$ cat config.mk
export PLATFORM = sky130hd
export DESIGN_NAME = gpio_bank_port
export DESIGN_NICKNAME = d
export VERILOG_FILES = /design/src/rtl/gpiobank_pkg.sv /design/src/rtl/gpio_bank_decode.sv /design/src/rtl/gpio_bank_regs.sv /design/src/rtl/gpio_bank_sync.sv /design/src/rtl/gpio_bank_port.sv
export SDC_FILE = /design/constraint.sdc
export NUM_CORES = 1
export LEC_CHECK = 0
export BUFFER_PORTS_ARGS = -buffer_cell sky130_fd_sc_hd__buf_2
export CORE_ASPECT_RATIO = 1.5
export CORE_UTILIZATION = 30
export CTS_BUF_LIST = sky130_fd_sc_hd__clkbuf_16
export CTS_CLUSTER_DIAMETER = 120
export DETAILED_ROUTE_END_ITERATION = 8
export PLACE_DENSITY = 0.63
export SYNTH_ARGS = -nofsm -noshare
export SYNTH_HDL_FRONTEND = slang
export SYNTH_HIERARCHICAL = 1
export SYNTH_SLANG_ARGS = --single-unit
export TNS_END_PERCENT = 50
$ cat constraint.sdc
create_clock -name clk -period 3 [get_ports clk]
set_clock_uncertainty 0.15 [all_clocks]
set_input_delay 0.6 -clock clk [delete_from_list [all_inputs] [get_ports clk]]
set_output_delay 0.6 -clock clk [all_outputs]
set_load 0.01 [all_outputs]
$ cat src/rtl/gpiobank_pkg.sv
package gpiobank_pkg;
   localparam int PINS_PER_SET   = 32;
   localparam int WORDS_PER_SET  = 10;
   localparam int FIRST_SET_BYTE = 16;
   localparam int LIVE_WORDS     = 5;

   typedef enum logic [2:0] {
      W_DIR  = 3'd0,
      W_OUT  = 3'd1,
      W_SET  = 3'd2,
      W_CLR  = 3'd3,
      W_IN   = 3'd4,
      W_NONE = 3'd7
   } word_e;

   function automatic int set_base_byte(input int s);
      return FIRST_SET_BYTE + s * WORDS_PER_SET * 4;
   endfunction
endpackage

$ cat src/rtl/gpio_bank_decode.sv
module gpio_bank_decode
   import gpiobank_pkg::*;
#(
   parameter int ADDR_W = 8,
   parameter int NSETS  = 2,
   localparam int SEL_W = (NSETS > 1) ? $clog2(NSETS) : 1
) (
   input  logic [ADDR_W-1:0] addr,
   output logic              hit,
   output logic [SEL_W-1:0]  set_idx,
   output word_e             word
);
   always_comb begin
      int widx;
      int bw;
      widx    = int'(addr) >>> 2;
      hit     = 1'b0;
      set_idx = '0;
      word    = W_NONE;
      for (int s = 0; s < NSETS; s++) begin
         bw = set_base_byte(s) / 4;
         if (widx >= bw && widx < bw + LIVE_WORDS) begin
            hit     = 1'b1;
            set_idx = SEL_W'(s);
            word    = word_e'(3'(widx - bw));
         end
      end
   end
endmodule

$ cat src/rtl/gpio_bank_regs.sv
module gpio_bank_regs
   import gpiobank_pkg::*;
#(
   parameter int SET_W = 32
) (
   input  logic             clk,
   input  logic             rst_n,
   input  logic             sel,
   input  word_e            word,
   input  logic [SET_W-1:0] wdata,
   output logic [SET_W-1:0] dir_q,
   output logic [SET_W-1:0] out_q
);
   always_ff @(posedge clk) begin
      if (!rst_n) begin
         dir_q <= '1;
         out_q <= '0;
      end else if (sel) begin
         case (word)
            W_DIR:   dir_q <= wdata;
            W_OUT:   out_q <= wdata;
            W_SET:   out_q <= out_q | wdata;
            W_CLR:   out_q <= out_q & ~wdata;
            default: ;
         endcase
      end
   end
endmodule

$ cat src/rtl/gpio_bank_sync.sv
module gpio_bank_sync #(
   parameter int WIDTH  = 64,
   parameter int STAGES = 2
) (
   input  logic             clk,
   input  logic             rst_n,
   input  logic [WIDTH-1:0] d,
   output logic [WIDTH-1:0] q
);
   logic [WIDTH-1:0] stage [STAGES];

   generate
      if (STAGES < 2) begin : g_bad_stages
         $error("gpio_bank_sync: STAGES must be at least 2");
      end
      for (genvar i = 0; i < STAGES; i++) begin : g_stage
         always_ff @(posedge clk) begin
            if (!rst_n) stage[i] <= '0;
            else if (i == 0) stage[i] <= d;
            else stage[i] <= stage[(i == 0) ? 0 : i-1];
         end
      end
   endgenerate

   assign q = stage[STAGES-1];
endmodule

$ cat src/rtl/gpio_bank_port.sv
module gpio_bank_port
   import gpiobank_pkg::*;
#(
   parameter int NUM_PINS    = 64,
   parameter int ADDR_W      = 8,
   parameter int SYNC_STAGES = 2
) (
   input  logic                clk,
   input  logic                rst_n,
   input  logic [ADDR_W-1:0]   bus_addr,
   input  logic                bus_we,
   input  logic [31:0]         bus_wdata,
   output logic [31:0]         bus_rdata,
   input  logic [NUM_PINS-1:0] pad_in,
   output logic [NUM_PINS-1:0] pad_out,
   output logic [NUM_PINS-1:0] pad_oe
);
   localparam int NSETS = NUM_PINS / PINS_PER_SET;
   localparam int SEL_W = (NSETS > 1) ? $clog2(NSETS) : 1;
   localparam int TOP_BYTE = set_base_byte(NSETS-1) + LIVE_WORDS * 4;

   generate
      if (NUM_PINS % PINS_PER_SET != 0 || NSETS < 1 || NSETS > 5) begin : g_bad_pins
         $error("gpio_bank_port: NUM_PINS must be 32, 64, 96, 128 or 160");
      end
      if (TOP_BYTE > (1 << ADDR_W)) begin : g_bad_addr
         $error("gpio_bank_port: ADDR_W too narrow for the register sets");
      end
   endgenerate

   logic             dec_hit;
   logic [SEL_W-1:0] dec_set;
   word_e            dec_word;

   gpio_bank_decode #(.ADDR_W(ADDR_W), .NSETS(NSETS)) u_dec (
      .addr    (bus_addr),
      .hit     (dec_hit),
      .set_idx (dec_set),
      .word    (dec_word)
   );

   logic [NUM_PINS-1:0] in_sync;

   gpio_bank_sync #(.WIDTH(NUM_PINS), .STAGES(SYNC_STAGES)) u_sync (
      .clk   (clk),
      .rst_n (rst_n),
      .d     (pad_in),
      .q     (in_sync)
   );

   logic [31:0] dir_w [NSETS];
   logic [31:0] out_w [NSETS];
   logic [31:0] in_w  [NSETS];

   generate
      for (genvar s = 0; s < NSETS; s++) begin : g_set
         logic sel_s;
         assign sel_s = bus_we && dec_hit && (dec_set == SEL_W'(s));

         gpio_bank_regs #(.SET_W(PINS_PER_SET)) u_regs (
            .clk   (clk),
            .rst_n (rst_n),
            .sel   (sel_s),
            .word  (dec_word),
            .wdata (bus_wdata),
            .dir_q (dir_w[s]),
            .out_q (out_w[s])
         );

         assign in_w[s] = in_sync[s*PINS_PER_SET +: PINS_PER_SET];
         assign pad_out[s*PINS_PER_SET +: PINS_PER_SET] = out_w[s];
         assign pad_oe [s*PINS_PER_SET +: PINS_PER_SET] = ~dir_w[s];
      end
   endgenerate

   always_comb begin
      bus_rdata = '0;
      if (dec_hit) begin
         case (dec_word)
            W_DIR:               bus_rdata = dir_w[dec_set];
            W_OUT, W_SET, W_CLR: bus_rdata = out_w[dec_set];
            W_IN:                bus_rdata = in_w[dec_set];
            default:             bus_rdata = '0;
         endcase
      end
   end
endmodule

==> results.yml, run 1 <==
hold_path:
  hold_class: "in2reg"
setup_path:
  worst_setup_path_end_kind: "primary output"
  cp-start-kind: "input port"
  reg2regPathDepth: 2
  crit_path_start: "bus_addr[2]"
  worstReg2RegEnd: "g_set[1].u_regs/out_q[29]"
  path_cells: "buf_12, a211oi_2, nand3b_1, o21ai_4, a22oi_2, buf_4, nor3_4, buf_6, buf_12, buf_12, a22oi_2, a21oi_2, buf_2"
  cpPeakStageDelay_ps: 190
  path_class: "in2out"
  timing.critical_path.mode_cell: "buf_12"
  cp-endpoint: "bus_rdata[6]"
  crit_slowest_cell: "a211oi_2"
  path_max_fanout: 6
  r2r_start: "g_set[1].u_regs/out_q[29]"
  ff2ff_setup_slack_ps: 2020
  arrival_ps: 2550
  critPathRequiredTime_ps: 2250
grt:
  grt_max_degree: 166
  grt_pass1_vias: 8938
  track_usage_pct: 18.31
  grt_overflow: 0
  grt_pass1_wl_um: 53250
  antenna_found_initial: 5
route:
  wl_um: 36920
  drt_pass1_iterations: 4
  vias_per_cell: 4.896
  drcViolationCount: 0
  drt_iter0_drc: 645
  via_count: 9288
  antenna_violating_nets_post_route: 0
  avgRoutedWirePerCell_um: 19.46
clock_network:
  ctsHoldBuffers: 0
  clock_sinks: 256
  numCtsBuffers: 25
  insertion_delay_ps: 530
  cts_buffer_depth: 3
  clock-root-buffer: "clkbuf_16"
  cts_tree: "built"
  cts.reportedPaths.clkPinSlew_ps: 70
  cts_htree_levels: 1
timing:
  postLayoutSetupSlackWorst_ps: -295.6
  final_max_slew_viol_count: 0
  fmax_mhz: 303.4
  maxSlewHeadroom_pct: 33.09
  hold_viol: 0
  setup_viol: 32
  worst_pin_slew_ps: 1002
  min_period_ps: 3296
  rsz0062_at_grt: "yes"
  holdWs_ps: 97.70
  final.period_utilization_pct: 109.9
yosys:
  synth.avg_cell_area_sq_um: 10.21
  synth_edf_count: 0
  ys_ff_latch: 256
  synthTopCellsByArea: "dfxtp_1, a211oi_2, mux2_4"
  yosysTopAreaCell: "dfxtp_1"
  synthTopCellsByCount: "dfxtp_1, nand2_1, and2_1"
  synth_cells: 1098
  yosysMostFrequentCell: "dfxtp_1"
  syn-cell-area_sq_um: 11210
  async_reset_ff_share_pct: 0
  synth_nets: 1206
  synth_top_area_share_pct: 45.71
  synth.distinct_cells: 42
  synth_ff_type: "dfxtp_1"
  yosysWarnings: 6
  synth_seq_area_share_pct: 45.71
power_and_ir_drop:
  power_mw: 7.090
  leakagePower_nw: 6.867
  power.density_nw_per_um2: 475.8
  ir_drop_mv: 0.4446
outcome:
  outcome: "complete, but fails checks"
  violations: "setup timing"
flow_run:
  max-cap-violations: 0
placement:
  hpwl_um: 24820
  io_buffers: 264
  gp_congestion: 0.8966
floorplanning:
  core_sq_um: 36800
  initial_core_util_pct: 30.47
  pin_count: 267
  die_y_um: 238.8
  die_w_um: 159.8
  dieArea_sq_um: 38170
  rows: 86
layout:
  syn_to_final_growth_pct: 32.90
  layout-drive-gt1-share_pct: 47.02
  nFillCells: 3633
  nNetsFinal: 1500
[per-stage QoR]
step,setup slack (ps),utilization [%],instances,setup TNS (ps),instance area (sq um)
finish,-295.6,40.49,1897,-7466,14900
global route,-377.3,40.49,1897,-10300,14900
CTS,-310.7,39.35,1877,-7966,14480
detailed placement,-444.6,35.93,1818,-33390,13220
global placement,-432.1,35.93,1818,-25180,13220
floorplan,-33.03,-,1098,-858.3,11260
[logic make-up after synthesis]
logic type               count (synthesis)  share of synthesized area (%)
buffers and inverters                  165                          8.950
multiplexers                            96                          11.32
AND/OR/NAND/NOR                        378                          17.54
flip-flops                             256                          45.71
adder cells (fa/ha/maj)                  1                         0.1116
AO/OA/AOI/OAI                          202                          16.37
[timing repair]
action                                  in CTS  in global routing
endpoints found under the setup margin      32                 32
pin swaps                                   15                 32
gates resized for setup                     63                 39
buffers inserted                            11                 13
cloned                                       6                  8
[power breakdown]
group          internal [mW]  switching [mW]
sequential              3.48          0.0193
combinational          0.237           0.254
clock                   1.71            1.39
total                   5.42            1.67
[critical path: cells and delay by family]
family,cells,cell delay [ps]
buffers and inverters,6,870
and+or+nand+nor,2,300
AOI/OAI and AO/OA,5,770
[worst min-delay path by stage]
stage | cells after the start | to | slack [ps] | start
2_1_floorplan | 1 | u_sync/stage[1][0] | 260 | u_sync/stage[0][0]
3_3_place_gp | 1 | u_sync/stage[1][9] | 260 | u_sync/stage[0][9]
3_5_place_dp | 1 | u_sync/stage[1][26] | 270 | u_sync/stage[0][26]
4_1_cts | 2 | u_sync/stage[0][47] | 70 | pad_in[47]
5_1_grt | 2 | u_sync/stage[0][47] | 100 | pad_in[47]
6_report | 2 | u_sync/stage[0][47] | 100 | pad_in[47]
[placed cells by master (no fill, tap or decap), types with 3 or more instances in the layout]
cell type   instances
buf_2             257
inv_1              66
nand2_1           160
buf_8               5
buf_6              16
a211oi_2           61
clkinv_2            5
and2_1            101
buf_12             18
a32oi_1            64
a21oi_2            20
dfxtp_1           256
buf_4              54
a21oi_4             4
diode_2             3
mux2_2             45
a211oi_1            4
nor4b_4             3
clkinv_1            3
nand3_1            64
inv_6               3
a22oi_2            27
and2_2             27
a21oi_1             9
clkinvlp_4          6
mux2_4             50
buf_16              4
or2_1               3
nand2_2             3
clkbuf_16          33
inv_2               3
a22oi_1             7
[routing by layer]
metal  wire length (um)  track usage (%)  vias to the layer above
met1              14470            21.22                     4426
li1                   -                -                     4386
met5                 28                0                        -
met4               2083            10.48                        4
met2              18510            32.24                      369
met3               1817            2.550                      103
[layout make-up]
type | count | area (sq um) | area share [%]
Multi-Input combinational cell | 677 | 5428 | 36.43
Sequential cell | 256 | 5125 | 34.39
Timing Repair Buffer | 364 | 2683 | 18.00
Clock buffer | 25 | 625.6 | 4.199
Tap cell | 484 | 605.6 | 4.064
Inverter | 68 | 255.2 | 1.713
Clock inverter | 20 | 171.4 | 1.150
Antenna cell | 3 | 7.507 | 0.05038
[sequential cells by signal, summed over array words and instances, names as in the netlist]
register,cells
g_set.u_regs/dir_q,64
g_set.u_regs/out_q,64
u_sync/stage,128
Power figures use the tool's default switching activity.
==> run 2, diff against run 1 <==
--- a/config.mk
+++ b/config.mk
@@ -6,12 +6,13 @@
 export NUM_CORES = 1
 export LEC_CHECK = 0
 export BUFFER_PORTS_ARGS = -buffer_cell sky130_fd_sc_hd__buf_2
-export CORE_ASPECT_RATIO = 1.5
+export CORE_ASPECT_RATIO = 0.9
 export CORE_UTILIZATION = 30
 export CTS_BUF_LIST = sky130_fd_sc_hd__clkbuf_16
 export CTS_CLUSTER_DIAMETER = 120
 export DETAILED_ROUTE_END_ITERATION = 8
 export PLACE_DENSITY = 0.63
+export SETUP_SLACK_MARGIN = 0.15
 export SYNTH_ARGS = -nofsm -noshare
 export SYNTH_HDL_FRONTEND = slang
 export SYNTH_HIERARCHICAL = 1
==> run 2 against run 1 <==
  * The flow still finishes with violations (setup timing)
  * Routed wire length is 2.6% lower
  * Cell count is 0.16% higher
  * Critical path depth stayed put
  * Global-route usage is 0.10 points lower
  * Sequential power hardly changed
  * Critical endpoint is now bus_rdata[26]
  * Critical path type unchanged
  * Total power is 2.9% higher
  * Cell area is 1.6% higher
  * Combinational power hardly changed
==> results.yml, run 2 (synthesis results as in run 1) <==
floorplanning:
  pin_count: 267
  die_w_um: 205.8
  die_y_um: 185.4
  core_sq_um: 36500
  rows: 66
  initial_core_util_pct: 30.72
  dieArea_sq_um: 38150
power_and_ir_drop:
  p_int_mw: 5.628
  swShare_pct: 22.85
  netSwitchingPower_mw: 1.667
  power_mw: 7.295
  seqPwrFrac_pct: 48.0
  power.density_nw_per_um2: 482.0
  clkPwrFrac_pct: 45.3
  leakagePower_nw: 6.982
  power_frac_comb_pct: 6.7
  ir_drop_mv: 0.4413
timing:
  final_max_slew_viol_count: 0
  final.period_utilization_pct: 110.1
  hold_viol: 0
  min_period_ps: 3303
  rsz0062_at_grt: "yes"
  fmax_mhz: 302.7
  worst_pin_slew_ps: 724.5
  fin_setup_tns_ps: -8029
  postLayoutSetupSlackWorst_ps: -303.3
  setup_viol: 32
  maxSlewHeadroom_pct: 51.70
placement:
  dp_slack_ps: -437.0
  gp_congestion: 0.8430
  post_dp_cell_area_sq_um: 13580
  post-place-cells: 1827
  io_buffers: 264
  hpwl_um: 25380
layout:
  largest_register_ffs: 128
  top_register: "u_sync/stage"
  fin_cells: 1900
  nNetsFinal: 1514
  layout-drive-gt1-share_pct: 48.87
  layout_commonest_cell: "dfxtp_1"
  mostFrequentLayoutCells: "dfxtp_1, buf_2, nand2_1"
  stdcell_area_sq_um: 15130
  syn_to_final_growth_pct: 34.98
  largestRegisters: "u_sync/stage: 128 flops, g_set.u_regs/dir_q: 64 flops, g_set.u_regs/out_q: 64 flops"
grt:
  antenna_found_initial: 2
  track_usage_pct: 18.21
  grt_pass1_vias: 8634
  grt_overflow: 0
  grt_pass1_wl_um: 52520
  grt_max_degree: 193
route:
  vias_per_cell: 4.846
  via_count: 9208
  wl_met3_um: 2095
  drt_iter0_drc: 620
  wl_met2_um: 15870
  wl_um: 35950
  topRoutingLayerUsed: "met4"
  avgRoutedWirePerCell_um: 18.92
  antenna_violating_nets_post_route: 0
  wl_met1_um: 16980
  drcViolationCount: 0
  drt_pass1_iterations: 5
setup_path:
  worst_setup_path_end_kind: "primary output"
  cp-start-kind: "input port"
  ff2ff_setup_slack_ps: 2050
  path_max_fanout: 9
  arrival_ps: 2550
  critPathRequiredTime_ps: 2250
  path_class: "in2out"
outcome:
  outcome: "complete, but fails checks"
  violations: "setup timing"
hold_path:
  hold_class: "in2reg"
clock_network:
  cts_htree_levels: 1
  cts_buffer_depth: 3
  cts.reportedPaths.clkPinSlew_ps: 60
  clock_sinks: 256
  insertion_delay_ps: 550
  ctsHoldBuffers: 0
  clock-root-buffer: "clkbuf_16"
  numCtsBuffers: 28
  cts_tree: "built"
flow_run:
  max-cap-violations: 0
## run 2: cell count changes in the layout (fill, tap and decap cells not counted), sizes merged
cell	before	now
clkinvlp	6	3
buf	354	373
diode	3	2
clkbuf	33	31
clkinv	8	7
bufbuf	2	0
inv	72	73
## run 2: critical path, cell delays in order
cell,delay [ps]
buf_8,110
a211oi_2,200
nand3b_1,150
o21ai_4,110
buf_12,160
o21ai_4,90
nor3_4,330
buf_12,180
buf_12,110
buf_12,130
a22oi_2,100
a21oi_2,140
buf_2,140
## run 2: repair_timing
item / in CTS / in global routing
cloned: 3 / 1
endpoints found under the setup margin: 32 / 32
gates resized for setup: 81 / 26
pin swaps: 31 / 15
buffers inserted: 19 / 2
## run 2: per-stage QoR
step | hold slack [ps] | util [%]
floorplan | 261.9 | -
global placement | 264.0 | 37.22
detailed placement | 266.9 | 37.22
CTS | 67.38 | 41.05
global route | 76.50 | 41.46
finish | 104.4 | 41.46
## run 2: metal layers
layer	up-vias	GRT usage, %
met5	-	0
met4	0	5.676
met3	55	2.868
met2	321	27.53
met1	4423	26.27
li1	4409	-
## run 2: final timing paths
kind | from | to | depth (start not counted)
max reg2reg | g_set[1].u_regs/out_q[19] | g_set[1].u_regs/out_q[19] | 2
min reg2reg | u_sync/stage[0][22] | u_sync/stage[1][22] | 1
max | bus_addr[3] | bus_rdata[26] | 13
min | pad_in[25] | u_sync/stage[0][25] | 2
## run 2: power groups by stage
stage / registers, mW / logic, mW / clock network [mW]
after floorplan: 3.57 / 0.251 / 0
after global placement: 3.57 / 0.435 / 0
after detailed placement: 3.58 / 0.442 / 0
after CTS: 3.50 / 0.484 / 3.39
after global routing: 3.51 / 0.529 / 3.54
final: 3.50 / 0.492 / 3.30
## run 2: final cells by class
type / instances / area (sq um)
clock inverter: 17 / 142.6
antenna: 2 / 5.005
tap: 476 / 595.6
timing repair buffer: 375 / 2763
inverter: 68 / 255.2
multi-input combinational: 677 / 5523
clock buffer: 29 / 725.7
sequential: 256 / 5125
fill: 3559 / 21370
==> run 3, diff against run 2 <==
--- a/config.mk
+++ b/config.mk
@@ -9,10 +9,11 @@
 export CORE_ASPECT_RATIO = 0.9
 export CORE_UTILIZATION = 30
 export CTS_BUF_LIST = sky130_fd_sc_hd__clkbuf_16
-export CTS_CLUSTER_DIAMETER = 120
+export CTS_CLUSTER_DIAMETER = 60
 export DETAILED_ROUTE_END_ITERATION = 8
 export PLACE_DENSITY = 0.63
 export SETUP_SLACK_MARGIN = 0.15
+export SKIP_CTS_REPAIR_TIMING = 1
 export SYNTH_ARGS = -nofsm -noshare
 export SYNTH_HDL_FRONTEND = slang
 export SYNTH_HIERARCHICAL = 1
==> run 3 against run 2 <==
  * Sequential share of layout area up 0.18 points
  * The run still ends with setup timing left
  * Worst hold slack worse by 16 ps
  * Core utilization down 0.22 points
  * Critical endpoint is now bus_rdata[19]
  * Setup slack worse by 17 ps
  * Sequential power about the same
==> results.yml, run 3 (synthesis results as in run 1) <==
outcome:
  outcome: "complete, but fails checks"
  violations: "setup timing"
power_and_ir_drop:
  netSwitchingPower_mw: 1.757
  swShare_pct: 22.61
  leakagePower_nw: 6.991
  seqPwrFrac_pct: 45.1
  clkPwrFrac_pct: 48.9
  ir_drop_mv: 0.3381
  power.density_nw_per_um2: 516.1
  power_frac_comb_pct: 6.0
  p_int_mw: 6.014
timing:
  fmax_mhz: 301.1
  rsz0062_at_grt: "yes"
  hold_viol: 0
  final.period_utilization_pct: 110.7
  maxSlewHeadroom_pct: 52.06
  final_max_slew_viol_count: 0
  min_period_ps: 3321
  worst_pin_slew_ps: 719.1
  fin_setup_tns_ps: -8113
  postLayoutSetupSlackWorst_ps: -320.6
  setup_viol: 32
grt:
  track_usage_pct: 17.86
  grt_max_degree: 193
  grt_pass1_wl_um: 51670
  grt_overflow: 0
  antenna_found_initial: 3
  grt_pass1_vias: 8456
clock_network:
  clock-root-buffer: "clkbuf_16"
  cts_htree_levels: 1
  insertion_delay_ps: 560
  cts_buffer_depth: 3
  numCtsBuffers: 30
  clock_sinks: 256
  cts_tree: "built"
  cts.reportedPaths.clkPinSlew_ps: 60
route:
  drt_iter0_drc: 510
  antenna_violating_nets_post_route: 0
  drcViolationCount: 0
  via_count: 9218
  vias_per_cell: 4.836
  avgRoutedWirePerCell_um: 18.92
  wl_um: 36050
  drt_pass1_iterations: 5
placement:
  dp_slack_ps: -437.0
  io_buffers: 264
  gp_congestion: 0.8430
  post_dp_cell_area_sq_um: 13580
  hpwl_um: 25380
layout:
  largest_register_ffs: 128
  syn_to_final_growth_pct: 34.28
  stdcell_area_sq_um: 15060
  nFillCells: 3542
  layout_commonest_cell: "buf_2"
  top_register: "u_sync/stage"
  nNetsFinal: 1513
  layout-drive-gt1-share_pct: 48.28
  mostFrequentLayoutCells: "buf_2, dfxtp_1, nand2_1"
  largestRegisters: "u_sync/stage: 128 flops, g_set.u_regs/dir_q: 64 flops, g_set.u_regs/out_q: 64 flops"
setup_path:
  worst_setup_path_end_kind: "primary output"
  cp_top_family: "compound AO/OA/AOI/OAI gates"
  worstReg2RegEnd: "g_set[1].u_regs/out_q[25]"
  cpPeakStageDelay_ps: 320
  crit_slowest_cell: "a22oi_2"
  cp-start-kind: "input port"
  reg2regPathDepth: 2
  r2r_start: "g_set[1].u_regs/out_q[25]"
  arrival_ps: 2570
  path_max_fanout: 7
  path_cells: "buf_12, ha_4, a22oi_2, o21ai_4, buf_12, a21oi_4, nor3_4, buf_12, buf_12, a22oi_2, a21oi_2, buf_2"
  crit_buf_inv: 5
  ff2ff_setup_slack_ps: 2070
  critPathRequiredTime_ps: 2250
  timing.critical_path.mode_cell: "buf_12"
  path_class: "in2out"
floorplanning:
  rows: 66
  die_w_um: 205.8
  dieArea_sq_um: 38150
  core_sq_um: 36500
  initial_core_util_pct: 30.72
  pin_count: 267
  die_y_um: 185.4
hold_path:
  min_path_cells: 2
  holdPathEnd: "u_sync/stage[0][35]"
  hold_class: "in2reg"
  hp-start: "pad_in[35]"
flow_run:
  max-cap-violations: 0
## run 3: cell types whose count changed in the layout (fill, tap and decap cells not counted), moves of 4 or more
cell     change
buf_6        -9
buf_8        -4
a22oi_2      -9
a22oi_1      +9
buf_4       +10
buf_2        +5
## run 3: worst max path at each step
stage	from	to	slack, ps	cells past startpoint
5_1_grt	bus_addr[2]	bus_rdata[31]	-380	13
3_3_place_gp	bus_addr[4]	bus_rdata[2]	-480	12
4_1_cts	bus_addr[4]	bus_rdata[19]	-440	11
3_5_place_dp	bus_addr[4]	bus_rdata[19]	-440	11
2_1_floorplan	bus_addr[3]	bus_rdata[22]	1	8
6_report	bus_addr[4]	bus_rdata[19]	-320	12
## run 3: power by group through the flow
stage	Sequential [mW]	Clock [mW]	Combinational (mW)
2_1_floorplan	3.57	0	0.251
3_3_place_gp	3.57	0	0.435
3_5_place_dp	3.58	0	0.442
4_1_cts	3.50	3.89	0.443
5_1_grt	3.51	4.04	0.505
6_report	3.50	3.80	0.470
## run 3: per-stage QoR
step | utilization (%) | hold slack [ps] | power, mW | std cells
2_1_floorplan | - | 261.9 | 3.821 | 1098
3_3_place_gp | 37.22 | 264.0 | 4.009 | 1827
3_5_place_dp | 37.22 | 266.9 | 4.018 | 1827
4_1_cts | 40.07 | 53.74 | 7.835 | 1881
5_1_grt | 41.25 | 63.63 | 8.053 | 1906
6_report | 41.25 | 88.04 | 7.771 | 1906
## run 3: cell type report
class	instances	area (sq um)	area share [%]
well taps	476	595.6	3.956
flip-flops and latches	256	5125	34.04
inverters	68	255.2	1.695
repair buffers	372	2589	17.19
clock inverters	23	264.0	1.754
diodes	3	7.507	0.04986
clock buffers	31	775.7	5.152
multi-input cells	677	5444	36.16
## run 3: routing by layer
metal / vias up / GRT usage [%] / wire (um)
li1: 4416 / - / -
met1: 4432 / 25.70 / 16870
met2: 315 / 26.98 / 15970
met3: 55 / 3.026 / 2329
met4: 0 / 5.412 / 881
met5: - / 0 / 0
